File: config.mk
export PLATFORM = sky130hd
export DESIGN_NAME = sdram_refresh_ctrl
export DESIGN_NICKNAME = d
export VERILOG_FILES = /design/src/rtl/sdram_rfsh_pkg.sv /design/src/rtl/rfsh_prescaler.sv /design/src/rtl/rfsh_timer.sv /design/src/rtl/rfsh_sequencer.sv /design/src/rtl/sdram_refresh_ctrl.sv
export SDC_FILE = /design/constraint.sdc
export NUM_CORES = 1
export LEC_CHECK = 0
export ABC_AREA = 1
export ABC_CLOCK_PERIOD_IN_PS = 4900
export CAP_MARGIN = 5
export CORE_MARGIN = 8
export CORE_UTILIZATION = 35
export DETAILED_ROUTE_END_ITERATION = 16
export PLACE_DENSITY_LB_ADDON = 0.1
export SKIP_CTS_REPAIR_TIMING = 1
export SLEW_MARGIN = 20
export SYNTH_ARGS = -nofsm -noshare
export SYNTH_HDL_FRONTEND = slang
export SYNTH_HIERARCHICAL = 1
export SYNTH_SLANG_ARGS = --single-unit
File: constraint.sdc
create_clock -name clk -period 4.9 [get_ports clk]
set_input_delay 1.47 -clock clk [delete_from_list [all_inputs] [get_ports clk]]
set_output_delay 1.47 -clock clk [all_outputs]
set_load 0.03 [all_outputs]
File: src/rtl/sdram_rfsh_pkg.sv
package sdram_rfsh_pkg;

    typedef enum logic [1:0] {
        CMD_NOP  = 2'd0,
        CMD_PALL = 2'd1,
        CMD_REF  = 2'd2
    } rfsh_cmd_e;

    typedef struct packed {
        logic       auto_mode;
        logic       enable;
        logic [2:0] burst_sel;
        logic [2:0] clk_sel;
    } rfsh_ctrl_t;

    typedef struct packed {
        logic [1:0] trc_sel;
        logic [1:0] trp_sel;
    } rfsh_timing_t;

    localparam logic [1:0] ADDR_CTRL   = 2'd0;
    localparam logic [1:0] ADDR_LIMIT  = 2'd1;
    localparam logic [1:0] ADDR_COUNT  = 2'd2;
    localparam logic [1:0] ADDR_TIMING = 2'd3;

    localparam int BURST_W = 5;

    function automatic logic [BURST_W-1:0] burst_decode(input logic [2:0] sel);
        logic [BURST_W-1:0] n;
        if (sel == 3'd0)      n = 5'd1;
        else if (sel == 3'd7) n = 5'd16;
        else                  n = {1'b0, sel, 1'b0};
        return n;
    endfunction

endpackage

File: src/rtl/rfsh_prescaler.sv
module rfsh_prescaler #(
    parameter int PRE_SHIFT = 2
) (
    input  logic       clk,
    input  logic       rst_n,
    input  logic [2:0] clk_sel_i,
    output logic       tick_o
);
    localparam int PRE_W = PRE_SHIFT * 6;

    typedef struct packed {
        logic [PRE_W-1:0] cnt;
    } pre_state_t;

    pre_state_t st_q, st_d;
    logic [PRE_W-1:0] mask;

    always_comb begin
        mask = '0;
        for (int i = 0; i < PRE_W; i++) begin
            if (i < PRE_SHIFT * (int'(clk_sel_i) - 1)) mask[i] = 1'b1;
        end
    end

    assign tick_o = (clk_sel_i != 3'd0) && ((st_q.cnt & mask) == mask);

    always_comb begin
        st_d = st_q;
        if (clk_sel_i != 3'd0) st_d.cnt = st_q.cnt + 1'b1;
    end

    always_ff @(posedge clk or negedge rst_n) begin
        if (!rst_n) st_q <= '0;
        else        st_q <= st_d;
    end

endmodule

File: src/rtl/rfsh_timer.sv
module rfsh_timer #(
    parameter int CNT_W = 16
) (
    input  logic             clk,
    input  logic             rst_n,
    input  logic             tick_i,
    input  logic [CNT_W-1:0] limit_i,
    input  logic             load_i,
    input  logic [CNT_W-1:0] load_val_i,
    output logic             match_o
);
    typedef struct packed {
        logic [CNT_W-1:0] cnt;
    } tmr_state_t;

    tmr_state_t st_q, st_d;

    assign match_o = tick_i && !load_i && (st_q.cnt == limit_i);

    always_comb begin
        st_d = st_q;
        if (load_i)       st_d.cnt = load_val_i;
        else if (match_o) st_d.cnt = '0;
        else if (tick_i)  st_d.cnt = st_q.cnt + 1'b1;
    end

    always_ff @(posedge clk or negedge rst_n) begin
        if (!rst_n) st_q <= '0;
        else        st_q <= st_d;
    end

    assert_clear_on_match_R3: assert property (@(posedge clk) disable iff (!rst_n)
        match_o |=> (st_q.cnt == '0));

    assert_hold_without_tick_R1: assert property (@(posedge clk) disable iff (!rst_n)
        (!tick_i && !load_i) |=> $stable(st_q.cnt));

endmodule

File: src/rtl/rfsh_sequencer.sv
module rfsh_sequencer
    import sdram_rfsh_pkg::*;
(
    input  logic       clk,
    input  logic       rst_n,
    input  logic       req_i,
    input  logic       grant_i,
    input  logic [2:0] burst_sel_i,
    input  logic [1:0] trp_sel_i,
    input  logic [1:0] trc_sel_i,
    output logic       busy_o,
    output rfsh_cmd_e  cmd_o
);
    typedef enum logic [2:0] {
        S_IDLE, S_GNT, S_PALL, S_TRP, S_REF, S_TRC
    } seq_state_e;

    typedef struct packed {
        seq_state_e         state;
        logic [1:0]         wait_cnt;
        logic [BURST_W-1:0] remain;
    } seq_t;

    seq_t st_q, st_d;

    always_comb begin
        st_d = st_q;
        unique case (st_q.state)
            S_IDLE: if (req_i) begin
                st_d.state  = S_GNT;
                st_d.remain = burst_decode(burst_sel_i) - 1'b1;
            end
            S_GNT: if (grant_i) st_d.state = S_PALL;
            S_PALL: begin
                st_d.state    = S_TRP;
                st_d.wait_cnt = trp_sel_i;
            end
            S_TRP: begin
                if (st_q.wait_cnt == 2'd0) st_d.state = S_REF;
                else st_d.wait_cnt = st_q.wait_cnt - 1'b1;
            end
            S_REF: begin
                st_d.state    = S_TRC;
                st_d.wait_cnt = trc_sel_i;
            end
            S_TRC: begin
                if (st_q.wait_cnt != 2'd0) begin
                    st_d.wait_cnt = st_q.wait_cnt - 1'b1;
                end else if (st_q.remain == '0) begin
                    st_d.state = S_IDLE;
                end else begin
                    st_d.remain = st_q.remain - 1'b1;
                    st_d.state  = S_PALL;
                end
            end
            default: st_d.state = S_IDLE;
        endcase
    end

    always_ff @(posedge clk or negedge rst_n) begin
        if (!rst_n) st_q <= '{state: S_IDLE, wait_cnt: 2'd0, remain: '0};
        else        st_q <= st_d;
    end

    assign busy_o = (st_q.state != S_IDLE);

    always_comb begin
        cmd_o = CMD_NOP;
        if (st_q.state == S_PALL)     cmd_o = CMD_PALL;
        else if (st_q.state == S_REF) cmd_o = CMD_REF;
    end

    assert_cmd_needs_busy_R5: assert property (@(posedge clk) disable iff (!rst_n)
        (cmd_o != CMD_NOP) |-> busy_o);

    assert_pall_after_grant_R5: assert property (@(posedge clk) disable iff (!rst_n)
        (cmd_o == CMD_PALL && $past(st_q.state) == S_GNT) |-> $past(grant_i));

    assert_gap_after_pall_R7: assert property (@(posedge clk) disable iff (!rst_n)
        (cmd_o == CMD_PALL) |=> (cmd_o == CMD_NOP));

    assert_lockout_after_ref_R8: assert property (@(posedge clk) disable iff (!rst_n)
        (cmd_o == CMD_REF) |=> (cmd_o == CMD_NOP));

    assert_busy_ends_after_lockout_R9: assert property (@(posedge clk) disable iff (!rst_n)
        $fell(busy_o) |-> ($past(st_q.state) == S_TRC));

endmodule

File: src/rtl/sdram_refresh_ctrl.sv
module sdram_refresh_ctrl
    import sdram_rfsh_pkg::*;
#(
    parameter int CNT_W     = 16,
    parameter int PRE_SHIFT = 2,
    parameter int DATA_W    = 16
) (
    input  logic              clk,
    input  logic              rst_n,
    input  logic              cfg_wr_i,
    input  logic [1:0]        cfg_addr_i,
    input  logic [DATA_W-1:0] cfg_wdata_i,
    input  logic              rfsh_grant_i,
    output logic              rfsh_busy_o,
    output logic [1:0]        sdram_cmd_o
);
    typedef struct packed {
        rfsh_ctrl_t       ctrl;
        rfsh_timing_t     timing;
        logic [CNT_W-1:0] limit;
    } cfg_t;

    cfg_t cfg_q, cfg_d;

    logic             tick;
    logic             match;
    logic             cnt_load;
    logic [CNT_W-1:0] cnt_val;
    logic             req;
    logic             busy;
    rfsh_cmd_e        cmd;

    always_comb begin
        cfg_d    = cfg_q;
        cnt_load = 1'b0;
        cnt_val  = CNT_W'(cfg_wdata_i);
        if (cfg_wr_i) begin
            unique case (cfg_addr_i)
                ADDR_CTRL:   cfg_d.ctrl   = cfg_wdata_i[7:0];
                ADDR_LIMIT:  cfg_d.limit  = CNT_W'(cfg_wdata_i);
                ADDR_COUNT:  cnt_load     = 1'b1;
                ADDR_TIMING: cfg_d.timing = cfg_wdata_i[3:0];
                default: ;
            endcase
        end
    end

    always_ff @(posedge clk or negedge rst_n) begin
        if (!rst_n) cfg_q <= '0;
        else        cfg_q <= cfg_d;
    end

    rfsh_prescaler #(.PRE_SHIFT(PRE_SHIFT)) i_prescaler (
        .clk       (clk),
        .rst_n     (rst_n),
        .clk_sel_i (cfg_q.ctrl.clk_sel),
        .tick_o    (tick)
    );

    rfsh_timer #(.CNT_W(CNT_W)) i_timer (
        .clk        (clk),
        .rst_n      (rst_n),
        .tick_i     (tick),
        .limit_i    (cfg_q.limit),
        .load_i     (cnt_load),
        .load_val_i (cnt_val),
        .match_o    (match)
    );

    assign req = match && cfg_q.ctrl.enable && cfg_q.ctrl.auto_mode && !busy;

    rfsh_sequencer i_sequencer (
        .clk         (clk),
        .rst_n       (rst_n),
        .req_i       (req),
        .grant_i     (rfsh_grant_i),
        .burst_sel_i (cfg_q.ctrl.burst_sel),
        .trp_sel_i   (cfg_q.timing.trp_sel),
        .trc_sel_i   (cfg_q.timing.trc_sel),
        .busy_o      (busy),
        .cmd_o       (cmd)
    );

    assign rfsh_busy_o = busy;
    assign sdram_cmd_o = cmd;

    assert_no_req_when_off_R4: assert property (@(posedge clk) disable iff (!rst_n)
        (!cfg_q.ctrl.enable || !cfg_q.ctrl.auto_mode) |=> !$rose(rfsh_busy_o));

endmodule

# ---- After elaboration in Yosys (flattened, before gate mapping)
# Index checks and enable logic that the tools add are counted.
dict set report word_totals {
  regBits 66
  latchBits 0
  mem_bits_rw 0
  romBits 0
  inputBits 22
  out_inout_bits 3
  word_cells 110
  memories 0
}
dict set report classes {
  add_sub_neg 6
  n_mul 0
  div 0
  order_cmp 12
  n_eq_ne 18
  shift 0
  muxes 36
  bitwise 1
  reduce_logical 25
}
# operator n
set ops {}
lappend ops {{$mux W16} 3}
lappend ops {{$mux W5} 7}
lappend ops {{$lt A4 B5 Y1 const A} 4}
lappend ops {{$lt A5 B5 Y1 const A} 4}
lappend ops {{$pmux W3 S6} 1}
lappend ops {{$add A16 B1 Y16 const B} 1}
lappend ops {{$eq A16 B16 Y1} 1}
lappend ops {{$mux W1} 14}
lappend ops {{$add A12 B1 Y12 const B} 1}
lappend ops {{$and A12 B12 Y12} 1}
lappend ops {{$eq A12 B12 Y1} 1}
lappend ops {{$mux W3} 4}
lappend ops {{$lt A3 B5 Y1 const A} 2}
lappend ops {{$mux W2} 5}
lappend ops {{$pmux W5 S2} 1}
lappend ops {{$sub A5 B1 Y5 const B} 2}
lappend ops {{$eq A3 B3 Y1 const B} 3}
lappend ops {{$reduce_bool A3 Y1} 3}
lappend ops {{$ne A2 B2 Y1 const B} 4}
lappend ops {{$pmux W2 S4} 1}
lappend ops {{$reduce_and A4 Y1} 2}
lappend ops {{$eq A3 B2 Y1 const B} 2}
lappend ops {{$logic_and A1 B1 Y1} 6}
lappend ops {{$logic_not A3 Y1} 2}
lappend ops {{15 further kinds} 23}

# ---- Longest topological paths before layout
dict set report logic_depth {
  ltp_word 16
  mapped_depth 22
  depth_no_buf 22
}

# ---- Cells and area by module
# Netlist, hierarchy kept.
# module n_inst cells_each area_per_inst_um2 seq_area_each_um2
set modules_own_cells {}
lappend modules_own_cells {rfsh_timer 1 235 1529.0 400.4}
lappend modules_own_cells {sdram_refresh_ctrl 1 130 1218.7 700.7}
lappend modules_own_cells {rfsh_sequencer 1 118 822.0 250.2}
lappend modules_own_cells {rfsh_prescaler 1 95 763.2 300.3}

# ---- Worst setup path before layout
# OpenSTA, ideal clock, no wires.
dict set report synth_timing {
  kind {input to register}
  from {input port cfg_addr_i[0]}
  to {register i_sequencer/st_q[7] in the netlist's numbering}
  setup_ps 123
  arrival_time_ps 3116
  t_required_ps 4777
  setup_slack_ps 1661
  cell_stages 16
  path_buffers 3
  path_cell_list {buf_6 > buf_2 > nor2_1 > buf_6 > nor2_8 > nand2_1 > nor4_1 > nand2_1 > nor2_1 > nand3_1 > nor2_1 > nor2_1 > nor2_2 > nand3_1 > nand2_1 > o21ai_1}
}
dict set report synth_between {
  elab_chain_len 11
}
# element line
set synth_lines {}
lappend synth_lines {{from (decl)} sdram_refresh_ctrl.sv:11} ;# input logic [1:0] cfg_addr_i,
lappend synth_lines {{$eq A2 B2 Y1} sdram_refresh_ctrl.sv:38} ;# unique case (cfg_addr_i)
lappend synth_lines {{$mux W1} sdram_refresh_ctrl.sv:38}
lappend synth_lines {{$mux W1} sdram_refresh_ctrl.sv:37} ;# if (cfg_wr_i) begin
lappend synth_lines {{via cnt_load} sdram_refresh_ctrl.sv:27} ;# logic cnt_load;
lappend synth_lines {{$logic_not A1 Y1} rfsh_timer.sv:18} ;# assign match_o = tick_i && !load_i && (st_q.cnt == limit_i);
lappend synth_lines {{$logic_and A1 B1 Y1 (2 in a row)} rfsh_timer.sv:18}
lappend synth_lines {{via match} sdram_refresh_ctrl.sv:26} ;# logic match;
lappend synth_lines {{$logic_and A1 B1 Y1 (3 in a row)} sdram_refresh_ctrl.sv:70} ;# assign req = match && cfg_q.ctrl.enable && cfg_q.ctrl.auto_mode && !busy;
lappend synth_lines {{via req} sdram_refresh_ctrl.sv:29} ;# logic req;
lappend synth_lines {{$ne A2 B1 Y1 (no line)} -}
lappend synth_lines {{$reduce_and A4 Y1 (no line)} -}
lappend synth_lines {{to (signal assigned)} rfsh_sequencer.sv:61} ;# if (!rst_n) st_q <= '{state: S_IDLE, wait_cnt: 2'd0, remain: '0};
lappend synth_lines {{to (signal assigned)} rfsh_sequencer.sv:62} ;# else st_q <= st_d;
lappend synth_lines {{to (decl)} rfsh_sequencer.sv:24} ;# seq_t st_q, st_d;
# The timed path passes the listed nets, and every way through them passes these cells.
# A chain may end at the register's enable or synchronous reset.

# ---- Worst setup path after layout
dict set report layout_timing {
  from {input port cfg_addr_i[1]}
  to {register i_sequencer/st_q[2] in the netlist's numbering}
}
# The elaborated chain is that of the path after synthesis.

==> impl_metrics.yaml <==
critical_path:
  crit_top_cell: "nor2_1"
  crit_path_start_kind: "input port"
  worst-path-buf-inv: 2
  cpLargestDelayFamily: "simple AND/OR/NAND/NOR gates"
  cpMaxStageDelayCell: "clkdlybuf4s50_1"
  crit_path_max_incr_delay_ns: 0.69
  path_cells: "clkdlybuf4s50_1 -> nand2_1 -> nor2_1 -> nor2_8 -> nand2_1 -> nor4_1 -> nand2_1 -> nor2_1 -> nand3_1 -> nor2_1 -> nor2_1 -> nor2_2 -> nand2_2 -> inv_2 -> o21ai_1 -> o21ai_1"
  end_kind: "flop"
  critPathLaunch: "cfg_addr_i[1]"
  r2r_start: "cfg_q[21]$_DFFE_PN0P_"
  cp.arrival_ns: 4.05
  required_ns: 5.17
  critical_path_class: "in -> reg"
  cp_max_fo: 18
logic_synthesis:
  synth_cell_type_count: 38
  synth_edf_count: 0
  syn_inst: 578
  avgSynthCellArea_um2: 7.50
  yosys_warnings: 6
  synthesis.area_um2: 4330
  synth_nets: 606
  synthFlopType: "dfrtp_1"
  async_reset_ff_share_pct: 100
  yosysSeqAreaShare_pct: 38.1
  synth-seq-cells: 66
detailed_routing:
  vias: 3754
  viasPerCell: 4.84
  drt.antenna.violating_nets: 0
  drt-initial-drc-count: 156
  drt-total-wl_um: 10900
  dr.pass1.iters: 4
  wl_per_cell_um: 14.1
  route.detailed.drc: 0
grt:
  grt_max_degree: 67
  grt_antenna_before_repair: 0
  grt_usage_pct: 14.3
  grt_pass1_wl_um: 18400
  overflow: 0
  grt_pass1_vias: 3789
sta:
  final-setup-viol-count: 0
  whs_ns: 0.486
  maxSlewHeadroom_pct: 42.7
  setup-tns-final_ns: 0
  hold_viol_final: 0
  finalClockSkew_ns: 0.00621
  rsz0062_at_grt: "no"
  fmax_mhz: 265
  finalCritPeriodShare_pct: 77.1
  worst_pin_slew_ns: 0.860
  min_period_ns: 3.78
  maxSlewViolCount: 0
layout:
  layout-drive-gt1-share_pct: 14.0
  area_growth_pct: 15.4
  utilization_pct: 41.4
  nFillCells: 1257
  fin_nets: 630
  diodes: 0
  final_cell_area_um2: 5000
clock_tree:
  htreeDepth: 3
  clkTransAtPathRegs_ns: 0.06
  numCtsBuffers: 9
  clock_sinks: 66
  clkLatencyLatePin_ns: 0.35
  cts_tree: "built"
  cts-root-buf: "clkbuf_16"
  clockBufferDepth: 2
pwr:
  p_sw_mw: 1.06
  p_int_mw: 1.50
  peakVddDrop_v: 0.000181
  leakagePower_nw: 2.49
  clkPwrFrac_pct: 26.1
  power_frac_seq_pct: 35.2
  combPwrFrac_pct: 38.7
  swShare_pct: 41.5
  p_per_area_nw_per_um2: 512
outcome:
  status: "finished clean"
place:
  postPlaceCellArea_um2: 4690
  hpwl_um: 7710
  place.port_buffers: 24
  gp_congestion: 0.842
floorplanning:
  start_util_pct: 35.9
  die_w_um: 127
  ios: 25
  die_h_um: 127
  core_area_um2: 12100
  dieArea_um2: 16200
  row_count: 40
hold_path:
  min-delay-start: "cfg_q[20]$_DFFE_PN0P_"
  hp-class: "reg -> reg"
job:
  cap_violations: 0
[power groups by stage]
stage                     Clock [mW]  Combinational [mW]  Sequential [mW]
after floorplan                    0               0.804            0.851
after global placement             0               0.978            0.906
after detailed placement           0               0.996            0.905
after CTS                      0.686               0.999            0.901
after global routing           0.706                1.13            0.928
final                          0.668               0.989            0.901
[cell usage after synthesis (2+ instances only)]
cell type | n | area [um2]
a21oi_1 | 3 | 15.0
o21ai_2 | 2 | 17.5
inv_1 | 48 | 180
buf_2 | 6 | 30.0
xnor2_1 | 7 | 61.3
nand3_1 | 41 | 205
nor3b_1 | 2 | 15.0
nor3_1 | 5 | 25.0
inv_2 | 15 | 56.3
buf_4 | 3 | 22.5
o21ai_0 | 5 | 25.0
nand2_4 | 8 | 90.1
a22oi_1 | 17 | 128
xor2_1 | 11 | 96.3
ha_1 | 6 | 75.1
buf_6 | 6 | 67.6
nand3_2 | 12 | 120
nor2_8 | 3 | 60.1
dfrtp_1 | 66 | 1650
nor2_1 | 36 | 135
nand2_1 | 201 | 754
nor2_2 | 7 | 43.8
o21ai_1 | 8 | 40.0
clkinv_1 | 5 | 18.8
nand3_4 | 2 | 35.0
nand2_2 | 8 | 50.1
o211ai_1 | 2 | 15.0
nand4_1 | 31 | 194
nor2_4 | 3 | 33.8
[cells in the final DEF, fill, tap and decap left out, types with 2 or more instances in the layout]
master           Yosys  routed
nand2_1            201     201
dfrtp_1             66      66
inv_1               48      48
nand3_1             41      41
nor2_1              36      36
nand4_1             31      31
clkdlybuf4s50_1      0      23
a22oi_1             17      17
inv_2               15      15
nand3_2             12      12
xor2_1              11      11
clkbuf_16            0       9
nand2_4              8       8
nand2_2              8       8
o21ai_1              8       8
nor2_2               7       7
xnor2_1              7       7
ha_1                 6       6
clkinv_1             5       5
o21ai_0              5       5
nor3_1               5       5
buf_4                3       5
nor2_8               3       3
a21oi_1              3       3
nor2_4               3       3
nand3_4              2       2
clkinvlp_4           0       2
clkbuf_8             0       2
o211ai_1             2       2
o21ai_2              2       2
nor3b_1              2       2
[through the flow]
stage                     total power [mW]  instances  setup slack, ns
after floorplan                       1.65        578             1.66
after global placement                1.88        759            0.842
after detailed placement              1.90        759            0.741
after CTS                             2.59        775             1.11
after global routing                  2.77        775            0.827
final                                 2.56        775             1.12
[routing by layer]
layer	vias to the layer above	track usage, %	share of wire [%]
li1	1913	-	-
met1	1771	16.3	45
met2	52	24.4	49
met3	18	3.37	3.3
met4	0	7.21	2.3
met5	-	0	0
[registers in the layout (all words and copies together) (netlist names)]
register,count
cfg_q,28
i_prescaler/st_q,12
i_timer/st_q,16
i_sequencer/st_q,10
[worst paths after layout]
kind,to,slack (ns),cells after the start
hold reg to reg,cfg_q[20]$_DFFE_PN0P_,0.49,2
setup reg to reg,i_sequencer/st_q[2]$_DFFE_PN0P_,1.85,22
min in group asynchronous,i_prescaler/st_q[11]$_DFFE_PN0P_,1.32,2
max in group asynchronous,i_timer/st_q[10]$_DFFE_PN0P_,3.02,2
setup / recovery,i_sequencer/st_q[2]$_DFFE_PN0P_,1.12,16
hold / removal,cfg_q[20]$_DFFE_PN0P_,0.49,2
[logic make-up after synthesis]
family,synth area share (%)
compound gates,6.24
fa+ha+maj,1.73
simple gates,41.2
xor+xnor,3.64
flops,38.1
buf+inv,9.10
[worst min-delay path, delay by kind of cell (launching register included)]
family	cells	cell delay [ns]
simple gates	2	0.11
flops	1	0.35
[layout make-up]
type / count / area (um2) / area share [%]
Inverter: 70 / 270 / 5.41
Tap cell: 168 / 210 / 4.21
Timing Repair Buffer: 29 / 273 / 5.46
Sequential cell: 66 / 1650 / 33.0
Clock buffer: 12 / 256 / 5.13
Multi-Input combinational cell: 426 / 2290 / 45.8
Clock inverter: 4 / 50.0 / 1.00
Power figures use the tool's default switching activity.
